--- src/rtl/keyed_wdt_pkg.sv ---
package keyed_wdt_pkg;
    localparam int unsigned ADDR_W   = 5;
    localparam int unsigned BUS_W    = 32;
    localparam int unsigned HALF_W   = BUS_W / 2;
    localparam int unsigned NUM_GRP  = 3;
    localparam int unsigned RFSH_W   = 2 * NUM_GRP;
    localparam int unsigned DIV_LSB  = 8;

    // refresh group indices (bit position = 2 * index)
    localparam int unsigned GRP_INT  = 0;
    localparam int unsigned GRP_CNT  = 1;
    localparam int unsigned GRP_CFG  = 2;

    localparam logic [ADDR_W-1:0] OFS_STAT = 5'h00;
    localparam logic [ADDR_W-1:0] OFS_CFG  = 5'h04;
    localparam logic [ADDR_W-1:0] OFS_LOAD = 5'h08;
    localparam logic [ADDR_W-1:0] OFS_CNT  = 5'h10;
    localparam logic [ADDR_W-1:0] OFS_RFSH = 5'h18;
    localparam logic [ADDR_W-1:0] OFS_CTRL = 5'h1C;

    localparam logic [RFSH_W-1:0] RFSH_RST = 6'b01_01_01;
endpackage

--- src/rtl/keyed_wdt_regs.sv ---
module keyed_wdt_regs
    import keyed_wdt_pkg::*;
#(
    parameter logic [HALF_W-1:0] KEY      = 16'h1234,
    parameter int unsigned       CNT_W    = 16,
    parameter int unsigned       DIV_W    = 8,
    parameter int unsigned       RST_DIV  = 16,
    parameter logic [CNT_W-1:0]  RST_LOAD = '1
) (
    input  logic              clk,
    input  logic              rst_n,
    input  logic              req_valid,
    input  logic              req_write,
    input  logic [ADDR_W-1:0] req_addr,
    input  logic [BUS_W-1:0]  req_wdata,
    output logic [DIV_W-1:0]  shd_div_m1,
    output logic [CNT_W-1:0]  shd_load,
    output logic              run_en,
    output logic              key_err,
    output logic [RFSH_W-1:0] rfsh_val,
    output logic              fire_cfg,
    output logic              fire_cnt,
    output logic              fire_int
);
    typedef struct packed {
        logic [DIV_W-1:0]  div_m1;
        logic [CNT_W-1:0]  load;
        logic              run;
        logic              kerr;
        logic [RFSH_W-1:0] rfsh;
    } regs_t;

    regs_t regs_d, regs_q;
    logic  wr_req, key_ok, wr_ok, wr_bad;
    logic [NUM_GRP-1:0] grp_fire;

    assign wr_req = req_valid && req_write;
    assign key_ok = (req_wdata[BUS_W-1:HALF_W] == KEY);
    assign wr_ok  = wr_req && key_ok;
    assign wr_bad = wr_req && !key_ok;

    for (genvar g = 0; g < NUM_GRP; g++) begin : g_grp
        logic [1:0] new_v;
        logic [1:0] old_v;
        assign new_v = req_wdata[2*g +: 2];
        assign old_v = regs_q.rfsh[2*g +: 2];
        assign grp_fire[g] = wr_ok && (req_addr == OFS_RFSH) && (new_v != old_v)
                             && ((new_v == 2'd1) || (new_v == 2'd2));
    end

    always_comb begin
        regs_d = regs_q;
        if (wr_bad) begin
            regs_d.kerr = 1'b1;
        end
        if (wr_ok) begin
            case (req_addr)
                OFS_STAT: if (req_wdata[0]) regs_d.kerr = 1'b0;
                OFS_CFG:  regs_d.div_m1 = req_wdata[DIV_LSB +: DIV_W];
                OFS_LOAD: regs_d.load   = req_wdata[CNT_W-1:0];
                OFS_CTRL: regs_d.run    = req_wdata[0];
                OFS_RFSH: begin
                    for (int g = 0; g < NUM_GRP; g++) begin
                        if (grp_fire[g]) regs_d.rfsh[2*g +: 2] = req_wdata[2*g +: 2];
                    end
                end
                default: ;
            endcase
        end
    end

    always_ff @(posedge clk or negedge rst_n) begin
        if (!rst_n) begin
            regs_q.div_m1 <= DIV_W'(RST_DIV - 1);
            regs_q.load   <= RST_LOAD;
            regs_q.run    <= 1'b0;
            regs_q.kerr   <= 1'b0;
            regs_q.rfsh   <= RFSH_RST;
        end else begin
            regs_q <= regs_d;
        end
    end

    assign shd_div_m1 = regs_q.div_m1;
    assign shd_load   = regs_q.load;
    assign run_en     = regs_q.run;
    assign key_err    = regs_q.kerr;
    assign rfsh_val   = regs_q.rfsh;
    assign fire_cfg   = grp_fire[GRP_CFG];
    assign fire_cnt   = grp_fire[GRP_CNT];
    assign fire_int   = grp_fire[GRP_INT];
endmodule

--- src/rtl/keyed_wdt_core.sv ---
module keyed_wdt_core #(
    parameter int unsigned      CNT_W    = 16,
    parameter int unsigned      DIV_W    = 8,
    parameter int unsigned      RST_DIV  = 16,
    parameter logic [CNT_W-1:0] RST_LOAD = '1
) (
    input  logic             clk,
    input  logic             rst_n,
    input  logic [DIV_W-1:0] shd_div_m1,
    input  logic [CNT_W-1:0] shd_load,
    input  logic             run_en,
    input  logic             fire_cfg,
    input  logic             fire_cnt,
    input  logic             fire_int,
    output logic [CNT_W-1:0] cnt_val,
    output logic             tmo_pulse,
    output logic             expired
);
    typedef struct packed {
        logic [DIV_W-1:0] adiv;
        logic [CNT_W-1:0] aload;
        logic [DIV_W-1:0] pre;
        logic [CNT_W-1:0] cnt;
        logic             tmo;
        logic             exp;
    } core_t;

    core_t core_d, core_q;
    logic [CNT_W-1:0] reload_val;

    assign reload_val = fire_cfg ? shd_load : core_q.aload;

    always_comb begin
        core_d     = core_q;
        core_d.tmo = 1'b0;
        if (fire_int) begin
            core_d.exp = 1'b0;
        end
        if (fire_cfg) begin
            core_d.adiv  = shd_div_m1;
            core_d.aload = shd_load;
        end
        if (fire_cnt) begin
            core_d.cnt = reload_val;
            core_d.pre = '0;
            core_d.exp = 1'b0;
        end else if (run_en) begin
            if (core_q.pre == core_q.adiv) begin
                core_d.pre = '0;
                if (core_q.cnt != '0) begin
                    core_d.cnt = core_q.cnt - CNT_W'(1);
                    if (core_q.cnt == CNT_W'(1)) begin
                        core_d.tmo = 1'b1;
                        core_d.exp = 1'b1;
                    end
                end
            end else begin
                core_d.pre = core_q.pre + DIV_W'(1);
            end
        end
    end

    always_ff @(posedge clk or negedge rst_n) begin
        if (!rst_n) begin
            core_q.adiv  <= DIV_W'(RST_DIV - 1);
            core_q.aload <= RST_LOAD;
            core_q.pre   <= '0;
            core_q.cnt   <= RST_LOAD;
            core_q.tmo   <= 1'b0;
            core_q.exp   <= 1'b0;
        end else begin
            core_q <= core_d;
        end
    end

    assign cnt_val   = core_q.cnt;
    assign tmo_pulse = core_q.tmo;
    assign expired   = core_q.exp;
endmodule

--- src/rtl/keyed_wdt.sv ---
module keyed_wdt
    import keyed_wdt_pkg::*;
#(
    parameter logic [HALF_W-1:0] KEY      = 16'h1234,
    parameter int unsigned       CNT_W    = 16,
    parameter int unsigned       DIV_W    = 8,
    parameter int unsigned       RST_DIV  = 16,
    parameter logic [CNT_W-1:0]  RST_LOAD = '1
) (
    input  logic              clk,
    input  logic              rst_n,
    input  logic              req_valid,
    input  logic              req_write,
    input  logic [ADDR_W-1:0] req_addr,
    input  logic [BUS_W-1:0]  req_wdata,
    output logic [BUS_W-1:0]  rsp_rdata,
    output logic              wdt_timeout,
    output logic              wdt_expired
);
    logic [DIV_W-1:0]  shd_div_m1;
    logic [CNT_W-1:0]  shd_load;
    logic              run_en;
    logic              key_err;
    logic [RFSH_W-1:0] rfsh_val;
    logic              fire_cfg, fire_cnt, fire_int;
    logic [CNT_W-1:0]  cnt_val;

    keyed_wdt_regs #(
        .KEY(KEY), .CNT_W(CNT_W), .DIV_W(DIV_W), .RST_DIV(RST_DIV), .RST_LOAD(RST_LOAD)
    ) u_regs (
        .clk(clk), .rst_n(rst_n), .req_valid(req_valid), .req_write(req_write),
        .req_addr(req_addr), .req_wdata(req_wdata), .shd_div_m1(shd_div_m1),
        .shd_load(shd_load), .run_en(run_en), .key_err(key_err), .rfsh_val(rfsh_val),
        .fire_cfg(fire_cfg), .fire_cnt(fire_cnt), .fire_int(fire_int)
    );

    keyed_wdt_core #(
        .CNT_W(CNT_W), .DIV_W(DIV_W), .RST_DIV(RST_DIV), .RST_LOAD(RST_LOAD)
    ) u_core (
        .clk(clk), .rst_n(rst_n), .shd_div_m1(shd_div_m1), .shd_load(shd_load),
        .run_en(run_en), .fire_cfg(fire_cfg), .fire_cnt(fire_cnt), .fire_int(fire_int),
        .cnt_val(cnt_val), .tmo_pulse(wdt_timeout), .expired(wdt_expired)
    );

    always_comb begin
        rsp_rdata = '0;
        case (req_addr)
            OFS_STAT: rsp_rdata[1:0]              = {wdt_expired, key_err};
            OFS_CFG:  rsp_rdata[DIV_LSB +: DIV_W] = shd_div_m1;
            OFS_LOAD: rsp_rdata[CNT_W-1:0]        = shd_load;
            OFS_CNT:  rsp_rdata[CNT_W-1:0]        = cnt_val;
            OFS_RFSH: rsp_rdata[RFSH_W-1:0]       = rfsh_val;
            OFS_CTRL: rsp_rdata[0]                = run_en;
            default:  rsp_rdata                   = '0;
        endcase
    end
endmodule

--- config.mk ---
export PLATFORM = sky130hd
export DESIGN_NAME = keyed_wdt
export DESIGN_NICKNAME = d
export VERILOG_FILES = /design/src/rtl/keyed_wdt_pkg.sv /design/src/rtl/keyed_wdt_regs.sv /design/src/rtl/keyed_wdt_core.sv /design/src/rtl/keyed_wdt.sv
export SDC_FILE = /design/constraint.sdc
export NUM_CORES = 1
export LEC_CHECK = 0
export ABC_AREA = 1
export BUFFER_PORTS_ARGS = -buffer_cell sky130_fd_sc_hd__buf_2
export CORE_UTILIZATION = 58
export DETAILED_ROUTE_END_ITERATION = 7
export PLACE_DENSITY = 0.81
export REMOVE_ABC_BUFFERS = 1
export SLEW_MARGIN = 20
export SYNTH_ARGS = -nofsm -noshare
export SYNTH_HDL_FRONTEND = slang
export SYNTH_HIERARCHICAL = 1
export SYNTH_SLANG_ARGS = --single-unit
--- constraint.sdc ---
create_clock -name clk -period 2.35 [get_ports clk]
set_input_delay 0.235 -clock clk [delete_from_list [all_inputs] [get_ports clk]]
set_output_delay 0.235 -clock clk [all_outputs]
set_load 0.005 [all_outputs]
# Yosys cells after proc, flatten, opt, wreduce, memory -nomap -nowiden
# Cells that the tools add are included.
# classes
muxes	23
eq_ne	17
n_addsub	2
reduce_logical	26
# ops
cell	n
2-to-1 mux 18 bit	2
2-to-1 mux 26 bit	1
2-to-1 mux 24 bit	1
one-hot mux 8 bit (3 select lines)	1
equality test 16 x 1 -> 1 bit, second input constant	1
equality test 16 x 13 -> 1 bit, second input constant	1
2-to-1 mux 16 bit	1
nonzero test 16 bit	1
subtractor 16 x 1 -> 16 bit, second input constant	1
equality test 5 bit, second input constant	3
one-hot mux 4 bit (3 select lines)	1
AND reduction 3 bit	4
logical AND 1 bit	10
adder 8 x 1 -> 8 bit, second input constant	1
equality test 8 bit	1
2-to-1 mux 2 bit	4
2-to-1 mux 8 bit	1
2-to-1 mux 7 bit	1
equality test 2 x 1 -> 1 bit, second input constant	3
equality test 2 bit, second input constant	3
2-to-1 mux 1 bit	6
2-to-1 mux 6 bit	1
inequality test 2 bit	3
AND reduction 2 bit	3
9 further kinds	13
# word_totals
regBits	82
output_inout_bits	34
inputBits	41

# Longest topological paths before layout
# depth
ltp_word	11
ltp_mapped	14
mapped_depth_nobuf	12

# Modules after synthesis
# The synthesis kept the hierarchy.
# by_module_without_submodules
module	area_each_um2	seq_area_each_um2	cells_per_inst	instances
keyed_wdt_core	2850.2	1296.2	342	1
keyed_wdt_regs	1642.8	829.5	212	1
keyed_wdt	546.8	0.0	106	1

# Worst setup path after synthesis
# No wires, ideal clock.
# synth_path
path_kind	in2reg
start	input req_wdata[19]
end	register u_core.core_q (netlist bit u_core/cnt_val[13])
arrival_time_ps	1804
stages	12
required_time_ps	2267
setup_slack_ps	463
cell_sequence	inv_1 -> nand2_1 -> nor2_1 -> nand2_1 -> nor2_4 -> buf_6 -> nand4_1 -> inv_1 -> clkbuf_1 -> mux2_2 -> nand2_1 -> nand3_1
# synth_between
elab_chain_len	7
# synth_lines
element	line_no	text
start: declaration	keyed_wdt.sv:15	input logic [BUS_W-1:0] req_wdata,
equality test 16 x 13 -> 1 bit	keyed_wdt_regs.sv:38	assign key_ok = (req_wdata[BUS_W-1:HALF_W] == KEY);
logical AND 1 bit	keyed_wdt_regs.sv:39	assign wr_ok = wr_req && key_ok;
logical AND 1 bit (2 in a row)	keyed_wdt_regs.sv:47	assign grp_fire[g] = wr_ok && (req_addr == OFS_RFSH) && (new_v != old_v)
logical AND 1 bit	keyed_wdt_regs.sv:48	&& ((new_v == 2'd1) || (new_v == 2'd2));
via fire_cfg	keyed_wdt.sv:25	logic fire_cfg, fire_cnt, fire_int;
2-to-1 mux 16 bit	keyed_wdt_core.sv:31	assign reload_val = fire_cfg ? shd_load : core_q.aload;
2-to-1 mux 24 bit	keyed_wdt_core.sv:43	if (fire_cnt) begin
end signal: assignment	keyed_wdt_core.sv:72	core_q <= core_d;
end: declaration	keyed_wdt_core.sv:28	core_t core_d, core_q;
# The timed path passes the listed nets, and every way through them passes these cells.
# A chain may end at the register's enable or synchronous reset.

# Worst setup path in the final report
# layout_path
start	register u_regs.regs_q[2] (netlist: u_regs/rfsh_val[2])
end	register u_core.core_q (netlist bit u_core/cnt_val[7])
# layout_between
elab_chain_len	5
# layout_lines
element	line_no	text
start: declaration	keyed_wdt_regs.sv:33	regs_t regs_d, regs_q;
start signal: assignment	keyed_wdt_regs.sv:80	regs_q <= regs_d;
inequality test 2 bit *	keyed_wdt_regs.sv:47	
logical AND 1 bit *	keyed_wdt_regs.sv:47	
logical AND 1 bit *	keyed_wdt_regs.sv:48	
via fire_cnt	keyed_wdt.sv:25	
nonzero test 2 bit (no source line)	-	
AND reduction 3 bit (no source line)	-	
# The timed path passes the listed nets; every way through them passes the cells marked *.

==> impl_metrics.ini <==
[critical_path]
cp.required_ns = 2.66
startpoint_type = flip-flop
cp_max_fo = 15
worstSetupPathType = flip-flop to flip-flop
crit_path_start = u_regs/rfsh_val[2]$_DFFE_PN1P_
arrival_ns = 2.48
end_kind = flip-flop
r2r-start = u_regs/rfsh_val[2]$_DFFE_PN1P_

[clock_tree]
htree_levels = 3
postCtsSetupBuffers = 0
clockBufferDepth = 2
cts-root-buf = clkbuf_8
numCtsBuffers = 9
clkLatencyLatePin_ns = 0.36
clock-sinks = 82
cts_tree = built
clkTransAtPathRegs_ns = 0.08

[synthesis]
synthAdderAreaFrac = 0.009930
synth-xor-area-share = 0.02433
avgSynthCellArea_um2 = 7.636
ys.warnings.count = 6
synth_top_family_by_area = simple AND/OR/NAND/NOR gates
ys_ff_latch = 82
synth.distinct_cells = 30
syn_inst = 660
syn_area_mm2 = 0.005040
synth_simple_gate_area_frac = 0.3533
synthMuxAreaShare = 0.03575
seq_area_frac_synth = 0.4218
synth-compound-area-share = 0.03203

[timing]
worstMarginPinSlew_ns = 0.5463
finalSetupViolCount = 0
finalSetupTns_ns = 0
fmax_ghz = 0.4607
worst_clock_skew_ns = 0.006779
maxSlewHeadroom = 0.6344
grt_setup_unrepaired = false
hold_viol_final = 0
layout_min_cycle_time_ns = 2.171
finalWorstSetupSlack_ns = 0.1792
slew_violations = 0
fin_crit_sh = 0.9238

[cells_and_area]
multi_input_area_mm2 = 0.002355
synthToLayoutAreaGrowth_pct = 7.969
antenna_cells = 0
seq_area_mm2 = 0.002126
drive_gt1_frac = 0.2574
nNetsFinal = 751
fillers = 705

[hold_path]
hold_path_class = input pin to flip-flop
worstHoldStart = req_wdata[7]

[drt]
dr.pass1.iters = 5
wirelength_um = 11920
via_per_inst = 5.436
drt_iter0_drc = 256
drtAntennaViolNets = 0
num_vias = 4436
drcViolationCount = 0
wl_per_cell_um = 14.60

[floorplanning]
start_util = 0.6073
core_area_mm2 = 0.008299
die_area_mm2 = 0.009066
die_w_um = 95.22
dieHeight_um = 95.22
pin_count = 75
num_rows = 33

[power_and_ir_drop]
power_frac_seq = 0.541
comb_power_share = 0.065
power_density_mw_per_mm2 = 485.4
vdd.ir_drop.worst_mv = 0.2802
p_leak_nw = 2.786
p_sw_mw = 0.6486
internal_power_mw = 1.993
total_power_mw = 2.641
switching_share = 0.2456
clockPowerShare = 0.394

[grt]
track_usage = 0.2797
grt_antenna_before_repair = 0
grt_pass1_vias = 4259
grt_max_degree = 41
globalRoute.totalOverflow = 0
grt_pass1_wl_um = 19510

[outcome]
status = finished, final reports clean

[placement]
post-place-ws_ns = 0.1103
dp_hpwl_um = 8619
portBuffers = 58
gp_congestion = 0.8821

[flow_run]
maxCapViolCount = 0
==> worst max-delay path, cell delays in order (launching register included) <==
cell and delay [ns]:
dfstp_2 0.55, inv_1 0.05, o21ai_0 0.15, nand2_1 0.12, nand4_1 0.15, inv_1 0.07, nor2_1 0.25, nand2_1 0.15
nor2_4 0.35, o21ai_0 0.16, nand3_1 0.11
==> synth_stat cells <==
master,instances,area share
nor3_1,4,0.0040
dfstp_2,59,0.31
ha_1,4,0.0099
inv_1,65,0.048
nand2_2,1,0.0012
dfrtp_1,23,0.11
buf_2,5,0.0050
nand3_1,83,0.082
nand3_4,1,0.0035
xor2_1,10,0.017
buf_4,33,0.049
nand2_1,219,0.16
inv_2,2,0.0015
o21ai_0,22,0.022
conb_1,1,0.00074
nand3_2,5,0.0099
nand2_4,2,0.0045
clkinv_1,1,0.00074
xnor2_1,4,0.0070
o22ai_1,7,0.0087
o31ai_1,1,0.0015
nand4_1,20,0.025
clkbuf_1,4,0.0030
nor2_4,8,0.018
buf_6,6,0.013
nor2_1,48,0.036
clkinv_2,1,0.00099
mux2_2,16,0.036
nor2_2,4,0.0050
or2_2,1,0.0012
==> per-layer routing <==
| layer | track usage | wire (um) | part of all wire | vias up |
|---|---|---|---|---|
| met4 | 0.1212 | 224 | 0.019 | 0 |
| met3 | 0.03907 | 728 | 0.061 | 20 |
| met2 | 0.4726 | 5736 | 0.48 | 165 |
| met5 | 0 | 0 | 0 | - |
| met1 | 0.3561 | 5227 | 0.44 | 2103 |
| li1 | - | - | - | 2148 |
==> cell usage in the layout (no fill, tap or decap), types with 2 or more instances in the layout <==
master / synthesis / layout
inv_1: 65 / 65
ha_1: 4 / 4
nor2_2: 4 / 4
mux2_2: 16 / 16
nor2_1: 48 / 48
clkinv_2: 1 / 4
inv_2: 2 / 2
nand4_1: 20 / 20
xnor2_1: 4 / 4
nand3_2: 5 / 5
conb_1: 1 / 16
o22ai_1: 7 / 7
buf_4: 33 / 10
nand2_4: 2 / 2
buf_2: 5 / 57
nand3_1: 83 / 83
nor3_1: 4 / 4
nor2_4: 8 / 8
dfstp_2: 59 / 59
dfrtp_1: 23 / 23
nand2_1: 219 / 219
xor2_1: 10 / 10
o21ai_0: 22 / 22
clkbuf_8: 0 / 10
==> sequential cells by signal, summed over array words and instances, names as in the netlist <==
name / flops
u_regs/shd_load: 16
u_regs/shd_div_m1: 8
u_core/expired: 1
u_regs/run_en: 1
u_regs/key_err: 1
u_core/tmo_pulse: 1
u_core/core_q: 32
u_regs/rfsh_val: 6
u_core/cnt_val: 16
==> power by group through the flow <==
stage               sequential, mW  clock [mW]  combinational, mW
floorplan                     1.45           0             0.0699
global placement              1.45           0              0.165
detailed placement            1.45           0              0.171
CTS                           1.43        1.05              0.173
global route                  1.43        1.12              0.196
finish                        1.43        1.04              0.173
==> logic make-up after synthesis <==
family          Yosys count
mux                      16
other cells               1
buf+inv                 117
xor+xnor                 14
flops                    82
compound gates           30
fa+ha+maj                 4
simple gates            396
==> layout make-up <==
cell class | count | share of cell area
multi-input combinational | 476 | 0.4327
timing repair buffer | 68 | 0.06806
clock buffer | 11 | 0.02598
clock inverter | 5 | 0.009887
inverter | 69 | 0.04852
sequential | 82 | 0.3907
tap | 105 | 0.02414
==> metrics by stage <==
| step | hold slack [ns] | utilization | cells | area, um^2 |
|---|---|---|---|---|
| 6_report | 0.08358 | 0.6557 | 816 | 5441 |
| 4_1_cts | 0.07430 | 0.6552 | 816 | 5438 |
| 3_5_place_dp | 0.2365 | 0.6305 | 799 | 5233 |
| 5_1_grt | 0.08122 | 0.6557 | 816 | 5441 |
| 2_1_floorplan | -0.06059 | - | 627 | 4741 |
| 3_3_place_gp | 0.2293 | 0.6305 | 799 | 5233 |
==> path summary, 6_finish.rpt <==
path                       cells past startpoint  slack, ns                              end
max reg2reg                                   10       0.18    u_core/cnt_val[7]$_DFFE_PN1P_
min reg2reg                                    2       0.47  u_regs/shd_load[15]$_DFFE_PN1P_
max                                           10       0.18    u_core/cnt_val[7]$_DFFE_PN1P_
max in group asynchronous                      3       1.27    u_core/core_q[43]$_DFFE_PN1P_
min                                            3       0.08   u_regs/shd_load[7]$_DFFE_PN1P_
min in group asynchronous                      2       0.38    u_core/core_q[25]$_DFFE_PN0P_
==> timing repair <==
| item | 4_1_cts | 5_1_grt |
|---|---|---|
| resized for setup | 0 | 1 |
| endpoints found under the hold margin | 17 | 0 |
| setup endpoints to repair | 0 | 17 |
| hold buffers | 1 | 0 |
No activity file was read; power rests on OpenSTA's default activity.
